--- config.mk ---
export PLATFORM = sky130hd
export DESIGN_NAME = tsc_serial_if
export DESIGN_NICKNAME = d
export VERILOG_FILES = /design/src/rtl/tsc_pkg.sv /design/src/rtl/tsc_sync.sv /design/src/rtl/tsc_cmd_rx.sv /design/src/rtl/tsc_res_tx.sv /design/src/rtl/tsc_serial_if.sv
export SDC_FILE = /design/constraint.sdc
export NUM_CORES = 1
export LEC_CHECK = 0
export ABC_AREA = 0
export BUFFER_PORTS_ARGS = -buffer_cell sky130_fd_sc_hd__buf_2
export CAP_MARGIN = 20
export CORE_ASPECT_RATIO = 0.6
export CORE_MARGIN = 1
export CORE_UTILIZATION = 35
export CTS_CLUSTER_SIZE = 12
export DETAILED_ROUTE_END_ITERATION = 6
export GPL_ROUTABILITY_DRIVEN = 1
export SLEW_MARGIN = 20
export SYNTH_ARGS = -nofsm -noshare
export SYNTH_HDL_FRONTEND = slang
export SYNTH_SLANG_ARGS = --single-unit
export TNS_END_PERCENT = 30
--- constraint.sdc ---
create_clock -name clk -period 1.8 [get_ports clk]
set_clock_uncertainty 0.1 [all_clocks]
set_input_delay 0.36 -clock clk [delete_from_list [all_inputs] [get_ports clk]]
set_output_delay 0.36 -clock clk [all_outputs]
set_load 0.01 [all_outputs]
--- src/rtl/tsc_pkg.sv ---
// Shared definitions for the touch ADC serial interface.
// Assumes a control byte of one start bit followed by seven field bits.
package tsc_pkg;
    localparam int CTRL_BITS = 8;
    localparam int CH_W      = 3;

    // Decoded command fields, packed in the order they arrive after the start bit
    typedef struct packed {
        logic [CH_W-1:0] chan;
        logic            mode8;
        logic            ref_ext;
        logic [1:0]      pd;
    } tsc_cmd_t;
endpackage

--- src/rtl/tsc_sync.sv ---
// Multi-bit synchronizer chain for asynchronous serial inputs.
// Assumes STAGES >= 2 and that the bits need not arrive coherently.
module tsc_sync #(
    parameter int              WIDTH   = 3,
    parameter int              STAGES  = 2,
    parameter logic [WIDTH-1:0] RST_VAL = '0
) (
    input  logic             clk,
    input  logic             rst_n,
    input  logic [WIDTH-1:0] d,
    output logic [WIDTH-1:0] q
);
    logic [STAGES-1:0][WIDTH-1:0] stg;

    // Shift the inputs through the flop chain
    always_ff @(posedge clk) begin
        if (!rst_n) stg <= {STAGES{RST_VAL}};
        else        stg <= {stg[STAGES-2:0], d};
    end

    assign q = stg[STAGES-1];
endmodule

--- src/rtl/tsc_cmd_rx.sv ---
// Command receiver: hunts for the start bit, gathers the control byte,
// opens the acquisition window and strobes the decoded fields.
// Assumes rise/fall are single-cycle pulses and clr is high while deselected.
module tsc_cmd_rx
    import tsc_pkg::*;
#(
    parameter int OPEN_HI = 16,
    parameter int OPEN_LO = 17,
    parameter int CNT_W   = 5
) (
    input  logic     clk,
    input  logic     rst_n,
    input  logic     clr,
    input  logic     rise,
    input  logic     fall,
    input  logic     din,
    output logic     done,
    output logic     acq,
    output logic     cfg_vld,
    output tsc_cmd_t cfg
);
    localparam int               BC_W    = $clog2(CTRL_BITS);
    localparam logic [BC_W-1:0]  BC_LAST = BC_W'(CTRL_BITS - 1);
    localparam logic [BC_W-1:0]  BC_A0   = BC_W'(CH_W);
    localparam logic [CNT_W-1:0] LIM_HI  = CNT_W'(OPEN_HI - 1);
    localparam logic [CNT_W-1:0] LIM_LO  = CNT_W'(OPEN_LO - 1);
    localparam logic [CNT_W-1:0] CNT_MAX = '1;

    logic                   cap_on;
    logic [BC_W-1:0]        bit_cnt;
    logic [CTRL_BITS-2:0]   shreg;
    logic [CNT_W-1:0]       xfer_cnt;
    logic                   seen;
    logic                   mode8_cur;
    logic                   hunt_ok;
    logic                   start_hit;
    logic                   byte_last;
    tsc_cmd_t               cmd_nx;

    assign hunt_ok   = !cap_on && (!seen || xfer_cnt >= (mode8_cur ? LIM_LO : LIM_HI));
    assign start_hit = rise && hunt_ok && din;
    assign byte_last = cap_on && (bit_cnt == BC_LAST);
    assign cmd_nx    = tsc_cmd_t'({shreg[CTRL_BITS-3:0], din});

    // Capture the field bits after a start bit and track the active resolution
    always_ff @(posedge clk) begin
        if (!rst_n || clr) begin
            cap_on    <= 1'b0;
            bit_cnt   <= '0;
            shreg     <= '0;
            seen      <= 1'b0;
            mode8_cur <= 1'b0;
        end else if (rise) begin
            if (cap_on) begin
                shreg   <= {shreg[CTRL_BITS-3:0], din};
                bit_cnt <= bit_cnt + 1'b1;
                if (byte_last) begin
                    cap_on    <= 1'b0;
                    mode8_cur <= cmd_nx.mode8;
                end
            end else if (hunt_ok && din) begin
                cap_on  <= 1'b1;
                bit_cnt <= BC_W'(1);
                seen    <= 1'b1;
            end
        end
    end

    // Count rising edges since the last start bit, saturating
    always_ff @(posedge clk) begin
        if (!rst_n || clr)                     xfer_cnt <= '0;
        else if (start_hit)                    xfer_cnt <= CNT_W'(1);
        else if (rise && xfer_cnt != CNT_MAX)  xfer_cnt <= xfer_cnt + 1'b1;
    end

    // Publish the decoded fields and hand the conversion to the transmitter
    always_ff @(posedge clk) begin
        if (!rst_n) begin
            done    <= 1'b0;
            cfg_vld <= 1'b0;
            cfg     <= '0;
        end else begin
            done    <= 1'b0;
            cfg_vld <= 1'b0;
            if (!clr && rise && byte_last) begin
                done    <= 1'b1;
                cfg_vld <= 1'b1;
                cfg     <= cmd_nx;
            end
        end
    end

    // Hold the acquisition window from the channel LSB to the end of the byte
    always_ff @(posedge clk) begin
        if (!rst_n || clr)                             acq <= 1'b0;
        else if (rise && cap_on && bit_cnt == BC_A0)   acq <= 1'b1;
        else if (fall && !cap_on)                      acq <= 1'b0;
    end
endmodule

--- src/rtl/tsc_res_tx.sv ---
// Result transmitter: raises BUSY for one serial clock, then shifts the
// latched sample MSB first and fills with zeros afterwards.
// Assumes load and fall never coincide (they come from opposite edges).
module tsc_res_tx #(
    parameter int RES_HI = 12,
    parameter int RES_LO = 8
) (
    input  logic              clk,
    input  logic              rst_n,
    input  logic              clr,
    input  logic              fall,
    input  logic              load,
    input  logic              mode8,
    input  logic [RES_HI-1:0] sample,
    output logic              dout,
    output logic              busy
);
    localparam int                LEFT_W  = $clog2(RES_HI + 1);
    localparam logic [RES_HI-1:0] LO_KEEP = {{RES_LO{1'b1}}, {(RES_HI-RES_LO){1'b0}}};

    logic              arm;
    logic              arm_m8;
    logic [RES_HI-1:0] shreg;
    logic [LEFT_W-1:0] left;

    // Arm on a finished command, then drive BUSY and result bits on falling edges
    always_ff @(posedge clk) begin
        if (!rst_n || clr) begin
            arm    <= 1'b0;
            arm_m8 <= 1'b0;
            shreg  <= '0;
            left   <= '0;
            dout   <= 1'b0;
            busy   <= 1'b0;
        end else begin
            if (load) begin
                arm    <= 1'b1;
                arm_m8 <= mode8;
            end
            if (fall) begin
                if (arm) begin
                    arm   <= 1'b0;
                    busy  <= 1'b1;
                    dout  <= 1'b0;
                    shreg <= arm_m8 ? (sample & LO_KEEP) : sample;
                    left  <= arm_m8 ? LEFT_W'(RES_LO) : LEFT_W'(RES_HI);
                end else if (left != '0) begin
                    busy  <= 1'b0;
                    dout  <= shreg[RES_HI-1];
                    shreg <= {shreg[RES_HI-2:0], 1'b0};
                    left  <= left - 1'b1;
                end else begin
                    busy  <= 1'b0;
                    dout  <= 1'b0;
                end
            end
        end
    end
endmodule

--- src/rtl/tsc_serial_if.sv ---
// Top of the touch ADC serial interface: synchronizes the host lines,
// finds serial clock edges and joins the command receiver and result
// transmitter. Assumes clk runs several times faster than dclk.
module tsc_serial_if
    import tsc_pkg::*;
#(
    parameter int RES_HI      = 12,
    parameter int RES_LO      = 8,
    parameter int SYNC_STAGES = 2
) (
    input  logic              clk,
    input  logic              rst_n,
    input  logic              cs_n,
    input  logic              dclk,
    input  logic              din,
    input  logic [RES_HI-1:0] sample,
    output logic              dout,
    output logic              busy,
    output logic              drv_en,
    output logic              acq,
    output logic              cfg_vld,
    output logic [CH_W-1:0]   cfg_chan,
    output logic              cfg_mode8,
    output logic              cfg_ref_ext,
    output logic [1:0]        cfg_pd
);
    localparam int OPEN_HI  = 2 * CTRL_BITS;
    localparam int OPEN_LO  = CTRL_BITS + 1 + RES_LO;
    localparam int OPEN_MAX = (OPEN_HI > OPEN_LO) ? OPEN_HI : OPEN_LO;
    localparam int CNT_W    = $clog2(OPEN_MAX + 1);

    logic     cs_s, dclk_s, din_s;
    logic     dclk_d;
    logic     dclk_rise, dclk_fall;
    logic     done;
    tsc_cmd_t cfg_q;

    tsc_sync #(.WIDTH(3), .STAGES(SYNC_STAGES), .RST_VAL(3'b100)) u_sync (
        .clk   (clk),
        .rst_n (rst_n),
        .d     ({cs_n, dclk, din}),
        .q     ({cs_s, dclk_s, din_s})
    );

    // Remember the previous serial clock level for edge detection
    always_ff @(posedge clk) begin
        if (!rst_n) dclk_d <= 1'b0;
        else        dclk_d <= dclk_s;
    end

    // Track selection for the pad drive enable
    always_ff @(posedge clk) begin
        if (!rst_n) drv_en <= 1'b0;
        else        drv_en <= !cs_s;
    end

    assign dclk_rise = dclk_s & ~dclk_d;
    assign dclk_fall = ~dclk_s & dclk_d;

    tsc_cmd_rx #(.OPEN_HI(OPEN_HI), .OPEN_LO(OPEN_LO), .CNT_W(CNT_W)) u_rx (
        .clk     (clk),
        .rst_n   (rst_n),
        .clr     (cs_s),
        .rise    (dclk_rise),
        .fall    (dclk_fall),
        .din     (din_s),
        .done    (done),
        .acq     (acq),
        .cfg_vld (cfg_vld),
        .cfg     (cfg_q)
    );

    tsc_res_tx #(.RES_HI(RES_HI), .RES_LO(RES_LO)) u_tx (
        .clk    (clk),
        .rst_n  (rst_n),
        .clr    (cs_s),
        .fall   (dclk_fall),
        .load   (done),
        .mode8  (cfg_q.mode8),
        .sample (sample),
        .dout   (dout),
        .busy   (busy)
    );

    assign cfg_chan    = cfg_q.chan;
    assign cfg_mode8   = cfg_q.mode8;
    assign cfg_ref_ext = cfg_q.ref_ext;
    assign cfg_pd      = cfg_q.pd;
endmodule

# [Word-level counts from Yosys, hierarchy flattened]
# Cells that the tools add are included.
[totals] ff_bits=54 input_bits=17 out_inout_bits=12
[classes] addsub=3 order_cmp=1 eq_ne=3 muxes=23 n_bitwise=5 n_reduce_logical=28
[op_table] cell="12-bit 2-to-1 mux" count=2
[op_table] cell="1-bit 2-to-1 mux" count=14
[op_table] cell="4-bit 2-to-1 mux" count=3
[op_table] cell="1-bit logical AND" count=11
[op_table] cell="3-bit 2-to-1 mux" count=3
[op_table] cell="2-bit nonzero test" count=4
[op_table] cell="2-bit AND reduction" count=3
[op_table] cell="3-bit AND reduction" count=2
[op_table] cell="5-bit by 1-bit adder with 5-bit output (second input constant)" count=1
[op_table] cell="5-bit greater-or-equal comparator" count=1
[op_table] cell="5-bit 2-to-1 mux" count=1
[op_table] cell="5-bit inequality test (second input constant)" count=1
[op_table] cell="1-bit logical NOT" count=4
[op_table] cell="4-bit nonzero test" count=1
[op_table] cell="4-bit by 1-bit subtractor with 4-bit output (second input constant)" count=1
[op_table] cell="3-bit by 1-bit adder with 3-bit output (second input constant)" count=1
[op_table] cell="3-bit by 2-bit == test with 1-bit output (second input constant)" count=1
[op_table] cell="3-bit == test (second input constant)" count=1
[op_table] cell="1-bit NOT" count=3
[op_table] cell="1-bit bitwise AND" count=2
[op_table] cell="1-bit logical OR" count=2
[op_table] cell="2-bit OR reduction" count=1

# [Longest topological paths before layout]
[logic_depth] ltp_word=7 depth_mapped=7

# [By module]
# A second synthesis with hierarchy kept.
[unflattened] cells_unflattened=249 hier_area_um2=2438.6
[modules_own_cells] module="tsc_cmd_rx" instances=1 cells_each=127 area_per_inst_um2=1199.9 seq_area_each_um2=520.5
[modules_own_cells] module="tsc_res_tx" instances=1 cells_each=101 area_per_inst_um2=993.5 seq_area_each_um2=400.4
[modules_own_cells] module="tsc_sync" instances=1 cells_each=15 area_per_inst_um2=180.2 seq_area_each_um2=120.1
[modules_own_cells] module="tsc_serial_if" instances=1 cells_each=6 area_per_inst_um2=65.1 seq_area_each_um2=40.0

# [Worst setup path before layout]
# Ideal clock, no wire load.
[synth_timing] path_type="register -> register" from="register u_rx.xfer_cnt[0]" to="register u_rx.xfer_cnt[3]" setup_time_ns=0.078 arrival_ns=1.580 path_slack_ns=0.042 stages_incl_launch_ff=8 path_buffers=0 cell_sequence="dfxtp_1 ha_1 and3_1 ha_1 nor3b_2 nand4_1 xor2_1 nor3_1"
[synth_between] elab_chain_cells=6
[synth_lines] item="start: declaration" line_no="tsc_cmd_rx.sv:32" rtl="logic [CNT_W-1:0] xfer_cnt;"
[synth_lines] item="start signal: assignment" line_no="tsc_cmd_rx.sv:73" rtl="else if (rise && xfer_cnt != CNT_MAX) xfer_cnt <= xfer_cnt + 1'b1;"
[synth_lines] item="5-bit greater-or-equal comparator" line_no="tsc_cmd_rx.sv:40" rtl="assign hunt_ok = !cap_on && (!seen || xfer_cnt >= (mode8_cur ? LIM_LO : LIM_HI));"
[synth_lines] item="1-bit logical OR" line_no="tsc_cmd_rx.sv:40"
[synth_lines] item="1-bit logical AND" line_no="tsc_cmd_rx.sv:40"
[synth_lines] item="1-bit logical AND (2 in a row)" line_no="tsc_cmd_rx.sv:41" rtl="assign start_hit = rise && hunt_ok && din;"
[synth_lines] item="2-bit OR reduction (no line)"
# Several ways; a longest one is shown, not always the timed one.
# A chain may end at the register's enable or synchronous reset.

# [Final worst setup path]
[layout_timing] from="register u_rx.xfer_cnt[0]" to="register u_rx.xfer_cnt[4]"
# The elaborated chain is that of the path after synthesis.

==> results.md <==
* Crit path cell chain: ha_4 -> and3_4 -> ha_4 -> nor3b_4 -> buf_4 -> buf_4 -> mux2i_1 -> nor3_1
* Initial Utilization at 0.369
* Max incr delay on CP at 0.35 ns
* GRT Util Overall at 0.155
* Inst Count DP at 370
* Post-synthesis register bit count at 54
* Layout cell share with drive strength beyond 1 at 0.240
* Asr flop ratio synth at 0
* Buf/Inv on CP at 2
* Synth top area share at 0.468
* # port buffers at 28
* DRC violations left at 0
* Final nets at 324
* Status: finished clean
* EDFF count, synth at 0
* Vias in the first global route at 1831
* Distinct cells, synth at 43
* Hold-fix buffers, CTS at 0
* Clk pin slew, worst setup/hold paths at 0.09 ns
* Fin. max-slew vios at 0
* Fin util at 0.453
* Syn nets at 280
* Via total after detailed routing at 1855
* Initial antenna violation count at 0
* Largest net degree at the start of global routing at 31
* Final Setup Violations at 0
* Latest clock arrival within the worst-skew pair at 0.30 ns
* CTS tree: done
* Dpl hpwl at 3440 um
* Design Power at 1910 uW
* Hold Violations, Final at 0
* Pwr/cell area at 675 nW/um2
* H-tree depth at 2
* Slew @ Worst Pin at 0.352 ns
* Hold_ws at 0.134 ns
* Area leader, netlist: dfxtp_1
* Die span in y at 64.9 um
* # diodes at 0
* Tightest Hold Check Type: in2reg
* Worst vdd ir at 0.371 mV
* Core ar. at 6250 um2
* Cell Area, Synth at 2310 um2
* Post-synth top cells: 54 x dfxtp_1, 28 x nand2_1, 20 x nor2_1, 15 x a21oi_1, 14 x o21ai_0
* Final ANT Viol Nets at 0
* Worst path slowest cell: dfxtp_2
* Clock buffer depth at 2
* Delay-heaviest family, CP: simple AND/OR/NAND/NOR gates
* Leak Pwr at 0.00104 uW
* Syn Area/Cell at 9.16 um2
* Die boundary width at 107 um
* Setup TNS at 0 ns
* Crit path max fanout at 3
* TritonCTS Buffers at 5
* Final non-filler cell total at 380
* GRT overflow at 0
* Multi-input combinational cell area at 1210 um2
* Slew margin rel. at 0.765
* First-pass GRT wire length at 8450 um
* Synth Instances at 252
* Root Driver: clkbuf_8
* WS Path Type: reg2reg
* Ys flop type: dfxtp_1
* Post-layout minimum cycle time at 1.79 ns
* FP Rows at 22
* Area Overhead vs Synth at 22.6%
* Die ar. at 6940 um2
* Register area share after synthesis at 0.468
* Count leader, synth: dfxtp_1
* GP Congestion at 0.825
* R2r setup slk at 0.01 ns
* # fillers at 599
* Via density per instance at 4.88
* 1st-pass router iterations at 4
* Sequential cell area at 1090 um2
* Max Cap Viol at 0
* Crit start category: flip-flop
* Critical path arrival at 1.88 ns
* WL/cell at 12.9 um
* Ports at 29
* Required time of the critical path at 1.89 ns
* Routed WL at 4910 um
* DRT iter0 DRCs at 100
* Fmax at 559 MHz
* CTS Sinks at 54
* CP Capture Type: flip-flop
* Final critical-path share of the clock period at 0.994
* Yosys warns at 0
* Top cells by area, synth: dfxtp_1 47%, ha_1 6.0%, mux2i_1 4.8%
[worst reg2reg max path: stages, from the launching register on]
cell and delay (ns):
dfxtp_2 0.35, ha_4 0.16, and3_4 0.18, ha_4 0.16, nor3b_4 0.22, buf_4 0.15
buf_4 0.10, mux2i_1 0.21, nor3_1 0.06
[area by class of cell]
type	instances	share of cell area
Clock inverter	2	0.00354
Sequential cell	54	0.384
Tap cell	84	0.0371
Multi-Input combinational cell	177	0.427
Timing Repair Buffer	48	0.111
Clock buffer	5	0.0243
Inverter	10	0.0133
[cell usage in the layout, fill, tap and decap left out, types with 3 or more instances in the layout]
cell / instances
a211oi_1: 11
and2_1: 7
inv_1: 9
mux2i_1: 11
a21oi_1: 15
nand3_1: 6
dfxtp_2: 4
dfxtp_1: 50
ha_1: 9
clkbuf_8: 5
nand2_1: 28
nand2b_1: 7
nor2_1: 20
nor3_1: 5
a21boi_0: 8
o21ai_0: 13
a22oi_1: 3
buf_4: 18
buf_2: 28
[state kept, by name, indices dropped and copies added (netlist names)]
signal / flops
u_tx.dout: 1
u_rx.xfer_cnt: 5
u_sync.q: 3
u_rx.mode8_cur: 1
u_rx.acq: 1
u_rx.shreg: 6
u_rx.cap_on: 1
drv_en: 1
u_tx.busy: 1
u_tx.arm: 1
u_rx.bit_cnt: 3
u_tx.left: 4
dclk_d: 1
u_tx.arm_m8: 1
u_rx.seen: 1
u_rx.cfg: 7
u_rx.done: 1
u_tx.shreg: 12
u_sync.stg: 3
[cell families after synthesis]
family | Yosys count | share of synthesized area
xor gates and xnor gates | 3 | 0.0114
buffers and inverters | 21 | 0.0396
and+or+nand+nor | 86 | 0.191
DFF | 54 | 0.468
adders and majority gates | 11 | 0.0596
AOI/OAI and AO/OA | 66 | 0.182
muxes | 11 | 0.0477
[final timing paths]
check,cells after the start,endpoint,from
worst min-delay path,2,u_sync.stg[2],cs_n
worst max register to register,8,u_rx.xfer_cnt[4],u_rx.xfer_cnt[0]
worst min register to register,1,u_sync.q[2],u_sync.stg[2]
worst max-delay path,8,u_rx.xfer_cnt[4],u_rx.xfer_cnt[0]
[timing repair]
| item | CTS | global route |
|---|---|---|
| setup buffers | 2 | 1 |
| resized for setup | 7 | 10 |
| pin swaps | 4 | 5 |
| setup endpoints to repair | 7 | 7 |
[routing by layer]
layer / track usage / routed length [um] / vias to the layer above
li1: - / - / 974
met1: 0.213 / 2690 / 844
met2: 0.240 / 2010 / 33
met3: 0.0332 / 163 / 4
met4: 0.0514 / 51 / 0
met5: 0 / 0 / -
[power breakdown]
group | internal [uW] | total [uW] | switching (uW)
Sequential | 1200 | 1210 | 6.55
Combinational | 35.1 | 66.9 | 31.8
Clock | 262 | 637 | 375
[per-stage QoR]
stage	area (um2)	setup WS, ns
after global routing	2830	-0.0307
final	2830	0.0102
after floorplan	2310	0.0421
after CTS	2770	0.00385
after global placement	2650	-0.00586
after detailed placement	2650	-0.0729
No activity file was read; power rests on OpenSTA's default activity.
